===== src/rtl/can_txh_pkg.sv =====
package can_txh_pkg;

    typedef enum logic [2:0] {
        OP_NOP        = 3'd0,
        OP_SET_TXRQ   = 3'd1,
        OP_CLR_TXRQ   = 3'd2,
        OP_SET_MSGVAL = 3'd3,
        OP_CLR_MSGVAL = 3'd4,
        OP_SET_CPUUPD = 3'd5,
        OP_CLR_CPUUPD = 3'd6,
        OP_LOAD       = 3'd7
    } cpu_op_e;

    typedef enum logic [1:0] {
        ST_IDLE   = 2'd0,
        ST_LOADED = 2'd1,
        ST_ONBUS  = 2'd2
    } txh_state_e;

    // A write that takes back a pending request
    function automatic logic is_withdraw(input logic [2:0] op);
        return (op == OP_CLR_TXRQ) || (op == OP_CLR_MSGVAL) || (op == OP_SET_CPUUPD);
    endfunction

endpackage


===== src/rtl/can_txh_objstore.sv =====
module can_txh_objstore
    import can_txh_pkg::*;
#(
    parameter int NUM_OBJ = 14,
    parameter int OBJ_W   = 4,
    parameter int ID_W    = 11,
    parameter int DLC_W   = 4,
    parameter int DATA_W  = 64
) (
    input  logic                             clk,
    input  logic                             rst_n,
    input  logic [2:0]                       cpu_op,
    input  logic [OBJ_W-1:0]                 cpu_obj,
    input  logic [ID_W-1:0]                  cpu_id,
    input  logic [DLC_W-1:0]                 cpu_dlc,
    input  logic [DATA_W-1:0]                cpu_data,
    input  logic                             rmt_valid,
    input  logic [OBJ_W-1:0]                 rmt_obj,
    input  logic                             take_valid,
    input  logic [OBJ_W-1:0]                 take_obj,
    input  logic                             done_valid,
    input  logic [OBJ_W-1:0]                 done_obj,
    output logic [NUM_OBJ-1:0]               elig,
    output logic [NUM_OBJ-1:0]               newdat,
    output logic [NUM_OBJ-1:0][ID_W-1:0]     obj_id,
    output logic [NUM_OBJ-1:0][DLC_W-1:0]    obj_dlc,
    output logic [NUM_OBJ-1:0][DATA_W-1:0]   obj_data
);

    for (genvar g = 0; g < NUM_OBJ; g++) begin : g_obj
        localparam logic [OBJ_W-1:0] MY_NUM = OBJ_W'(g + 1);

        logic txrq_q, msgval_q, cpuupd_q, newdat_q;
        logic cpu_hit;

        assign cpu_hit = (cpu_obj == MY_NUM);

        always_ff @(posedge clk or negedge rst_n) begin
            if (!rst_n) begin
                txrq_q   <= 1'b0;
                msgval_q <= 1'b0;
                cpuupd_q <= 1'b0;
            end else begin
                if (done_valid && done_obj == MY_NUM) txrq_q <= 1'b0;
                if (rmt_valid && rmt_obj == MY_NUM)   txrq_q <= 1'b1;
                if (cpu_hit) begin
                    unique case (cpu_op)
                        OP_SET_TXRQ:   txrq_q   <= 1'b1;
                        OP_CLR_TXRQ:   txrq_q   <= 1'b0;
                        OP_SET_MSGVAL: msgval_q <= 1'b1;
                        OP_CLR_MSGVAL: msgval_q <= 1'b0;
                        OP_SET_CPUUPD: cpuupd_q <= 1'b1;
                        OP_CLR_CPUUPD: cpuupd_q <= 1'b0;
                        default: ;
                    endcase
                end
            end
        end

        always_ff @(posedge clk or negedge rst_n) begin
            if (!rst_n) begin
                newdat_q <= 1'b0;
            end else if (cpu_hit && cpu_op == OP_LOAD) begin
                newdat_q <= 1'b1;
            end else if (take_valid && take_obj == MY_NUM) begin
                newdat_q <= 1'b0;
            end
        end

        // Contents change only on a CPU load; a received remote frame leaves them
        always_ff @(posedge clk or negedge rst_n) begin
            if (!rst_n) begin
                obj_id[g]   <= '0;
                obj_dlc[g]  <= '0;
                obj_data[g] <= '0;
            end else if (cpu_hit && cpu_op == OP_LOAD) begin
                obj_id[g]   <= cpu_id;
                obj_dlc[g]  <= cpu_dlc;
                obj_data[g] <= cpu_data;
            end
        end

        assign elig[g]   = txrq_q && msgval_q && !cpuupd_q;
        assign newdat[g] = newdat_q;
    end

endmodule


===== src/rtl/can_txh_picker.sv =====
module can_txh_picker #(
    parameter int NUM_OBJ = 14,
    parameter int OBJ_W   = 4
) (
    input  logic [NUM_OBJ-1:0] elig,
    output logic               found,
    output logic [OBJ_W-1:0]   pick_obj
);

    // Scan downward so the lowest-numbered eligible object is written last and wins
    always_comb begin
        found    = 1'b0;
        pick_obj = '0;
        for (int i = NUM_OBJ - 1; i >= 0; i--) begin
            if (elig[i]) begin
                found    = 1'b1;
                pick_obj = OBJ_W'(i + 1);
            end
        end
    end

endmodule


===== src/rtl/can_txh_hbuf.sv =====
module can_txh_hbuf #(
    parameter int NUM_OBJ = 14,
    parameter int OBJ_W   = 4,
    parameter int ID_W    = 11,
    parameter int DLC_W   = 4,
    parameter int DATA_W  = 64
) (
    input  logic                             clk,
    input  logic                             rst_n,
    input  logic                             load,
    input  logic [OBJ_W-1:0]                 sel_obj,
    input  logic [NUM_OBJ-1:0][ID_W-1:0]     obj_id,
    input  logic [NUM_OBJ-1:0][DLC_W-1:0]    obj_dlc,
    input  logic [NUM_OBJ-1:0][DATA_W-1:0]   obj_data,
    output logic [OBJ_W-1:0]                 buf_obj,
    output logic [ID_W-1:0]                  buf_id,
    output logic [DLC_W-1:0]                 buf_dlc,
    output logic [DATA_W-1:0]                buf_data
);

    logic [ID_W-1:0]   mux_id;
    logic [DLC_W-1:0]  mux_dlc;
    logic [DATA_W-1:0] mux_data;

    always_comb begin
        mux_id   = '0;
        mux_dlc  = '0;
        mux_data = '0;
        for (int i = 0; i < NUM_OBJ; i++) begin
            if (sel_obj == OBJ_W'(i + 1)) begin
                mux_id   = obj_id[i];
                mux_dlc  = obj_dlc[i];
                mux_data = obj_data[i];
            end
        end
    end

    // Number, identifier, length and data all enter on the same edge
    always_ff @(posedge clk or negedge rst_n) begin
        if (!rst_n) begin
            buf_obj  <= '0;
            buf_id   <= '0;
            buf_dlc  <= '0;
            buf_data <= '0;
        end else if (load) begin
            buf_obj  <= sel_obj;
            buf_id   <= mux_id;
            buf_dlc  <= mux_dlc;
            buf_data <= mux_data;
        end
    end

endmodule


===== src/rtl/can_txreq_handoff.sv =====
module can_txreq_handoff
    import can_txh_pkg::*;
#(
    parameter int NUM_OBJ = 14,
    parameter int ID_W    = 11,
    parameter int DLC_W   = 4,
    parameter int DATA_W  = 64,
    localparam int OBJ_W  = $clog2(NUM_OBJ + 1)
) (
    input  logic                clk,
    input  logic                rst_n,
    input  logic                init_mode,
    input  logic [2:0]          cpu_op,
    input  logic [OBJ_W-1:0]    cpu_obj,
    input  logic [ID_W-1:0]     cpu_id,
    input  logic [DLC_W-1:0]    cpu_dlc,
    input  logic [DATA_W-1:0]   cpu_data,
    input  logic                rx_rmt_valid,
    input  logic [OBJ_W-1:0]    rx_rmt_obj,
    input  logic                fe_sof,
    input  logic                fe_ok,
    input  logic                fe_lost,
    input  logic                fe_err,
    output logic                hb_valid,
    output logic [OBJ_W-1:0]    hb_obj,
    output logic [ID_W-1:0]     hb_id,
    output logic [DLC_W-1:0]    hb_dlc,
    output logic [DATA_W-1:0]   hb_data,
    output logic                tx_done,
    output logic [OBJ_W-1:0]    tx_done_obj,
    output logic [NUM_OBJ-1:0]  newdat
);

    txh_state_e state_q, state_d;

    logic [NUM_OBJ-1:0]             elig;
    logic [NUM_OBJ-1:0][ID_W-1:0]   obj_id;
    logic [NUM_OBJ-1:0][DLC_W-1:0]  obj_dlc;
    logic [NUM_OBJ-1:0][DATA_W-1:0] obj_data;
    logic                           found;
    logic [OBJ_W-1:0]               pick_obj;
    logic                           wd_write;
    logic                           commit;
    logic                           held_hit;
    logic                           done_valid;

    assign wd_write = is_withdraw(cpu_op);
    assign commit   = (state_q == ST_IDLE) && !init_mode && found &&
                      !(wd_write && cpu_obj == pick_obj);
    assign held_hit = wd_write && (cpu_obj == hb_obj);

    can_txh_objstore #(
        .NUM_OBJ(NUM_OBJ), .OBJ_W(OBJ_W), .ID_W(ID_W), .DLC_W(DLC_W), .DATA_W(DATA_W)
    ) u_store (
        .clk        (clk),
        .rst_n      (rst_n),
        .cpu_op     (cpu_op),
        .cpu_obj    (cpu_obj),
        .cpu_id     (cpu_id),
        .cpu_dlc    (cpu_dlc),
        .cpu_data   (cpu_data),
        .rmt_valid  (rx_rmt_valid),
        .rmt_obj    (rx_rmt_obj),
        .take_valid (commit),
        .take_obj   (pick_obj),
        .done_valid (done_valid),
        .done_obj   (hb_obj),
        .elig       (elig),
        .newdat     (newdat),
        .obj_id     (obj_id),
        .obj_dlc    (obj_dlc),
        .obj_data   (obj_data)
    );

    can_txh_picker #(.NUM_OBJ(NUM_OBJ), .OBJ_W(OBJ_W)) u_pick (
        .elig     (elig),
        .found    (found),
        .pick_obj (pick_obj)
    );

    can_txh_hbuf #(
        .NUM_OBJ(NUM_OBJ), .OBJ_W(OBJ_W), .ID_W(ID_W), .DLC_W(DLC_W), .DATA_W(DATA_W)
    ) u_hbuf (
        .clk      (clk),
        .rst_n    (rst_n),
        .load     (commit),
        .sel_obj  (pick_obj),
        .obj_id   (obj_id),
        .obj_dlc  (obj_dlc),
        .obj_data (obj_data),
        .buf_obj  (hb_obj),
        .buf_id   (hb_id),
        .buf_dlc  (hb_dlc),
        .buf_data (hb_data)
    );

    // State register
    always_ff @(posedge clk or negedge rst_n) begin
        if (!rst_n) state_q <= ST_IDLE;
        else        state_q <= state_d;
    end

    // Next state
    always_comb begin
        state_d = state_q;
        unique case (state_q)
            ST_IDLE:   if (commit) state_d = ST_LOADED;
            ST_LOADED: begin
                if (fe_sof)                     state_d = ST_ONBUS;
                else if (init_mode || held_hit) state_d = ST_IDLE;
            end
            ST_ONBUS:  if (fe_ok || fe_lost || fe_err) state_d = ST_IDLE;
            default:   state_d = ST_IDLE;
        endcase
    end

    // Outputs
    always_comb begin
        hb_valid   = (state_q == ST_LOADED);
        done_valid = (state_q == ST_ONBUS) && fe_ok;
    end

    always_ff @(posedge clk or negedge rst_n) begin
        if (!rst_n) begin
            tx_done     <= 1'b0;
            tx_done_obj <= '0;
        end else begin
            tx_done     <= done_valid;
            tx_done_obj <= done_valid ? hb_obj : '0;
        end
    end

endmodule


===== config.mk =====
export PLATFORM = sky130hd
export DESIGN_NAME = can_txreq_handoff
export DESIGN_NICKNAME = d
export VERILOG_FILES = /design/src/rtl/can_txh_pkg.sv /design/src/rtl/can_txh_objstore.sv /design/src/rtl/can_txh_picker.sv /design/src/rtl/can_txh_hbuf.sv /design/src/rtl/can_txreq_handoff.sv
export SDC_FILE = /design/constraint.sdc
export NUM_CORES = 2
export LEC_CHECK = 0
export ABC_AREA = 1
export ABC_CLOCK_PERIOD_IN_PS = 3600
export BUFFER_PORTS_ARGS = -buffer_cell sky130_fd_sc_hd__buf_2
export CAP_MARGIN = 20
export CORE_AREA = 3 3 334 336
export DETAILED_ROUTE_END_ITERATION = 8
export DIE_AREA = 0 0 337 339
export HOLD_SLACK_MARGIN = 0.05
export PLACE_DENSITY = 0.66
export SLEW_MARGIN = 20
export SYNTH_ARGS = -nofsm -noshare
export SYNTH_HDL_FRONTEND = slang
export SYNTH_SLANG_ARGS = --single-unit

===== constraint.sdc =====
create_clock -name clk -period 3.6 [get_ports clk]
set_clock_uncertainty 0.05 [all_clocks]
set_input_delay 0.36 -clock clk [delete_from_list [all_inputs] [get_ports clk]]
set_output_delay 0.36 -clock clk [all_outputs]
set_load 0.05 [all_outputs]

== After elaboration in Yosys (flattened, before gate mapping) ==
Index checks and enable logic that the tools add are counted.
Word-level totals
  input bits: 98
  flip-flop bits (word level): 1252
  output and inout port bits: 103
  logic and storage cells: 494
Cells by class
  muxes and demuxes: 162
  reduce and logical (&&, ||, !) cells: 157
  equal/unequal tests: 70
Operator list (number)
  64-bit 2-to-1 mux: 14
  11-bit 2-to-1 mux: 14
  4-bit 2-to-1 mux: 29
  4-bit == test (second input constant): 28
  1-bit logical AND: 90
  1-bit 2-to-1 mux: 84
  4-bit by 3-bit == test with 1-bit output (second input constant): 16
  2-bit AND reduction: 28
  4-bit by 2-bit == test with 1-bit output (second input constant): 8
  1-bit one-hot mux with 2 select lines: 16
  2-bit nonzero test: 16
  4-bit by 1-bit == test with 1-bit output (second input constant): 4
  1-bit logical NOT: 16
  3-bit == test (second input constant): 4
  4-bit == test: 2
  2-bit 2-to-1 mux: 4
  3-bit by 2-bit == test with 1-bit output (second input constant): 2
  2-bit one-hot mux with 3 select lines: 1
  1-bit logical OR: 5
  3-bit by 1-bit == test with 1-bit output (second input constant): 1
  3-bit by 2-bit inequality test with 1-bit output (second input constant): 1
  3-bit AND reduction: 1
  2-bit by 1-bit == test with 1-bit output (second input constant): 1
  2-bit == test (second input constant): 1
  other kinds (3): 3

== Longest topological paths before layout ==
  word-level depth: 31
  gate-level depth with buffers: 26

== Cells and area by module ==
Synthesis repeated with hierarchy kept, for this count alone.
Unflattened totals
  cell total of the unflattened synthesis: 6993
  area total of the unflattened synthesis: 55834.8 um^2
Modules (own cells, without submodules)
  can_txh_objstore: instances 1, area each 42204.2 um^2, cells each 4176
  can_txh_hbuf: instances 1, area each 13017.5 um^2, cells each 2703
  can_txreq_handoff: instances 1, area each 434.2 um^2, cells each 70
  can_txh_picker: instances 1, area each 178.9 um^2, cells each 44

== Worst setup path after synthesis ==
OpenSTA, ideal clock, no wires.
  path type: flip-flop to flip-flop
  start: register u_store.g_obj[0].cpuupd_q
  end: register u_hbuf.buf_data[2]
  buffers on the path: 2
  setup slack: 1.185 ns
  data required time: 3.434 ns
  cell stages (with the launch flop): 16
  data arrival time: 2.249 ns
  cell sequence: dfrtp_1 nor3_4 nor2_1 nand3_1 inv_2 nand2_1 nand3_1 a211oi_1 o2111ai_1 nand2_1 nor2_2 buf_4 buf_4 a22o_1 inv_1 nand2_1
On the way
  word-level cells in the longest chain between the ends: 18
RTL lines
  from (decl): RTL line can_txh_objstore.sv:33  | logic txrq_q, msgval_q, cpuupd_q, newdat_q;
  from (signal assigned): RTL line can_txh_objstore.sv:42  | cpuupd_q <= 1'b0;
  from (signal assigned): RTL line can_txh_objstore.sv:52  | OP_SET_CPUUPD: cpuupd_q <= 1'b1;
  from (signal assigned): RTL line can_txh_objstore.sv:53  | OP_CLR_CPUUPD: cpuupd_q <= 1'b0;
  1-bit logical NOT (*): RTL line can_txh_objstore.sv:83  | assign elig[g] = txrq_q && msgval_q && !cpuupd_q;
  1-bit logical AND (*): RTL line can_txh_objstore.sv:83
  4-bit 2-to-1 mux: RTL line can_txh_picker.sv:15  | if (elig[i]) begin
  4-bit by 1-bit == test with 1-bit output: RTL line can_txh_hbuf.sv:30  | if (sel_obj == OBJ_W'(i + 1)) begin
  64-bit 2-to-1 mux (14 in a row): RTL line can_txh_hbuf.sv:30
  to (signal assigned): RTL line can_txh_hbuf.sv:49  | buf_data <= mux_data;
  to (decl): RTL line can_txh_hbuf.sv:18  | output logic [DATA_W-1:0] buf_data
Every way passes the cells marked *; elsewhere a longest branch is shown, timed or not.
A chain may end at the register's enable or synchronous reset.

== Worst setup path in the final report ==
  start: register u_store.g_obj[13].txrq_q
  end: register u_hbuf.buf_data[47]
On the way
  word-level cells in the longest chain between the ends: 31
RTL lines
  from (decl): RTL line can_txh_objstore.sv:33
  from (signal assigned): RTL line can_txh_objstore.sv:40  | txrq_q <= 1'b0;
  from (signal assigned): RTL line can_txh_objstore.sv:44  | if (done_valid && done_obj == MY_NUM) txrq_q <= 1'b0;
  from (signal assigned): RTL line can_txh_objstore.sv:45  | if (rmt_valid && rmt_obj == MY_NUM) txrq_q <= 1'b1;
  1-bit logical AND (*) (2 in a row): RTL line can_txh_objstore.sv:83
  4-bit 2-to-1 mux (14 in a row): RTL line can_txh_picker.sv:15
  4-bit by 1-bit == test with 1-bit output: RTL line can_txh_hbuf.sv:30
  64-bit 2-to-1 mux (14 in a row): RTL line can_txh_hbuf.sv:30
Marked as above.

==> out/qor.yml <==
stdcell_count: 8121
tns_ns: 0
final-seq-area_sq_um: 31300
r2r_cells: 16
io_pins: 201
cp_slowest_stage_delay_ns: 0.55
portBuffers: 200
hold_viol: 0
p_per_area_nw_per_um2: 703
coreArea_sq_um: 109000
ys_ff_latch: 1252
clock_latency_ns: 0.76
dieArea_sq_um: 114000
antenna_found_initial: 5
status: "finished clean"
drv_cap: 0
vdd_drop_max_uv: 750
synth_top_area_frac: 0.576
yosysSeqAreaShare: 0.576
period_needed_ns: 3.37
syn-cell-area_sq_um: 54400
areaGrowthSynthToFinish_pct: 14.3
crit_end: "u_hbuf.buf_data[47]"
path_clk_slew_ns: 0.06
postLayoutCellArea_sq_um: 62200
final_nets: 6694
slew_headroom: 0.269
grt_usage: 0.292
ys_warn_count: 0
rrSetupSlack_ns: 0.23
start_util: 0.500
path_buf_inv: 4
cp_num_cells: 16
worstHoldStart: "cpu_data[59]"
layout_common_cells: "nand2_1, dfrtp_1, o21ai_0, nor2_1, inv_1"
initialDrtViolationCount: 4853
multi_input_comb_area_sq_um: 19800
crit_required_ns: 4.18
grt_overflow_total: 0
critPathTopFamily: "buffers and inverters"
place_congestion: 0.870
cpMostUsedCell: "nand2_1"
cts-root-buf: "clkbuf_16"
r2r_start: "u_store.g_obj[13].txrq_q"
clk_path_buf_depth: 3
num_vias: 45500
rsz0062_at_grt: "no"
placed_cells: 7807
timing.fmax_mhz: 296
nFillCells: 9815
synth_top_area_cell: "dfrtp_1"
hold_path_class: "input port to flop"
path_max_fanout: 56
htree_levels: 4
grt_pass1_vias: 43400
grt_pass1_wl_um: 260000
cp_cell_sequence: "nand2_1 > nor2_1 > inv_1 > nor2_1 > o21ai_1 > nand2_1 > nand2_1 > a21oi_4 > inv_2 > a211oi_1 > o2111ai_1 > nand2_4 > buf_12 > inv_1 > nand2_1 > nand2_1"
r2r-end: "u_hbuf.buf_data[47]"
wirelength_um: 165000
first_pass_iters: 7
cts_buffers: 137
die_w_um: 337
crit_slowest_cell: "inv_1"
clock-sinks: 1252
syn_nets: 6665
maxSlewViolCount: 0
power_leakage_uw: 0.0303
cts_tree: "yes"
post_cts_buffers: 0
die_h_um: 339
syn_area_per_cell_sq_um: 8.29
power.total_uw: 43700
synthCells: 6567
grt_max_degree: 116
place_hpwl_um: 95700
worstPathArrival_ns: 3.95
synthArstFlopShare: 1.00
worstMarginPinSlew_ns: 1.09
drive_above_1_share: 0.0940
drc: 0
period_share: 0.937
post_dp_cell_area_sq_um: 56900
worst_setup_path_start_kind: "flop"
avgRoutedWirePerCell_um: 20.3
setup_viol: 0
cp-startpoint: "u_store.g_obj[13].txrq_q"
ys_types: 35
final_common_cell: "nand2_1"
crit_path_end_kind: "flop"
path_class: "flop to flop"
via_per_inst: 5.60
synth_top_flop_cell: "dfrtp_1"
ant_nets: 0
num_rows: 121
synth_edf_count: 0
synthTopCellsByArea: "dfrtp_1, nand2_1, o21ai_0, nor2_1, clkbuf_1"
## where the power goes
group / switching (uW) / total [uW] / internal [uW]
clock: 5890 / 14400 / 8550
combinational: 8540 / 11700 / 3210
sequential: 1310 / 17600 / 16200
## stage by stage
| stage | utilization | setup slack (ns) | hold WS, ns |
|---|---|---|---|
| global route | 0.571 | 0.0245 | 0.103 |
| floorplan | - | 1.18 | 0.0144 |
| CTS | 0.571 | 0.316 | 0.0520 |
| detailed placement | 0.523 | 0.370 | 0.314 |
| finish | 0.571 | 0.226 | 0.0761 |
| global placement | 0.523 | 0.435 | 0.339 |
## worst min-delay path by stage
stage,cells past startpoint,endpoint,slack (ns)
after CTS,4,u_store.g_obj[11].cpuupd_q,0.05
after detailed placement,1,u_hbuf.buf_data[63],0.31
after global placement,1,u_hbuf.buf_data[63],0.34
final,3,u_store.obj_data[763],0.08
after floorplan,0,state_q[0],0.01
after global routing,3,u_store.obj_data[804],0.10
## kinds of logic after synthesis
group / count (synthesis) / synth area share
flops: 1252 / 0.576
simple gates: 3009 / 0.226
xor+xnor: 4 / 0.000644
buf+inv: 889 / 0.0638
compound gates: 1413 / 0.134
## per-layer routing
metal	vias up	part of all wire	GRT usage
met1	22200	0.44	0.425
met2	1800	0.45	0.447
met3	268	0.082	0.0529
li1	21200	-	-
met4	0	0.028	0.0856
met5	-	0	0
## worst register-to-register path, stage by stage (launching register included)
cell       delay (ns)
dfrtp_1          0.35
nand2_1          0.06
nor2_1           0.15
inv_1            0.06
nor2_1           0.10
o21ai_1          0.07
nand2_1          0.06
nand2_1          0.08
a21oi_4          0.25
inv_2            0.14
a211oi_1         0.33
o2111ai_1        0.22
nand2_4          0.12
buf_12           0.33
inv_1            0.56
nand2_1          0.24
nand2_1          0.07
## state kept, by name, summed over array words and instances (netlist names)
name                    count
state_q                     2
tx_done                     1
tx_done_obj                 4
u_hbuf.buf_data            64
u_hbuf.buf_dlc              4
u_hbuf.buf_id              11
u_hbuf.buf_obj              4
u_store.g_obj.cpuupd_q     14
u_store.g_obj.msgval_q     14
u_store.g_obj.newdat_q     14
u_store.g_obj.txrq_q       14
u_store.obj_data          896
u_store.obj_dlc            56
u_store.obj_id            154
## area by class of cell
class	count	area share
Antenna cell	2	0.0000805
Tap cell	1414	0.0284
Inverter	389	0.0236
Clock inverter	50	0.0105
Clock buffer	198	0.0641
Timing Repair Buffer	390	0.0507
Sequential cell	1252	0.504
Multi-Input combinational cell	4426	0.319
## cell usage after synthesis (5+ instances only)
library cell,count
a21oi_1,142
a22o_1,60
and3_1,11
buf_1,13
buf_2,44
buf_4,21
clkbuf_1,422
dfrtp_1,1252
inv_1,370
inv_2,15
nand2_1,2155
nand3_1,48
nand3b_1,18
nand4_1,250
nor2_1,453
nor2_2,5
nor3_1,8
o21ai_0,1199
or2_0,21
or2_2,33
## timing repair
action	CTS	global route
gates resized for setup	0	3
hold buffers	64	0
setup endpoints to repair	0	8
endpoints found under the hold margin	662	0
No activity file was read; power rests on OpenSTA's default activity.
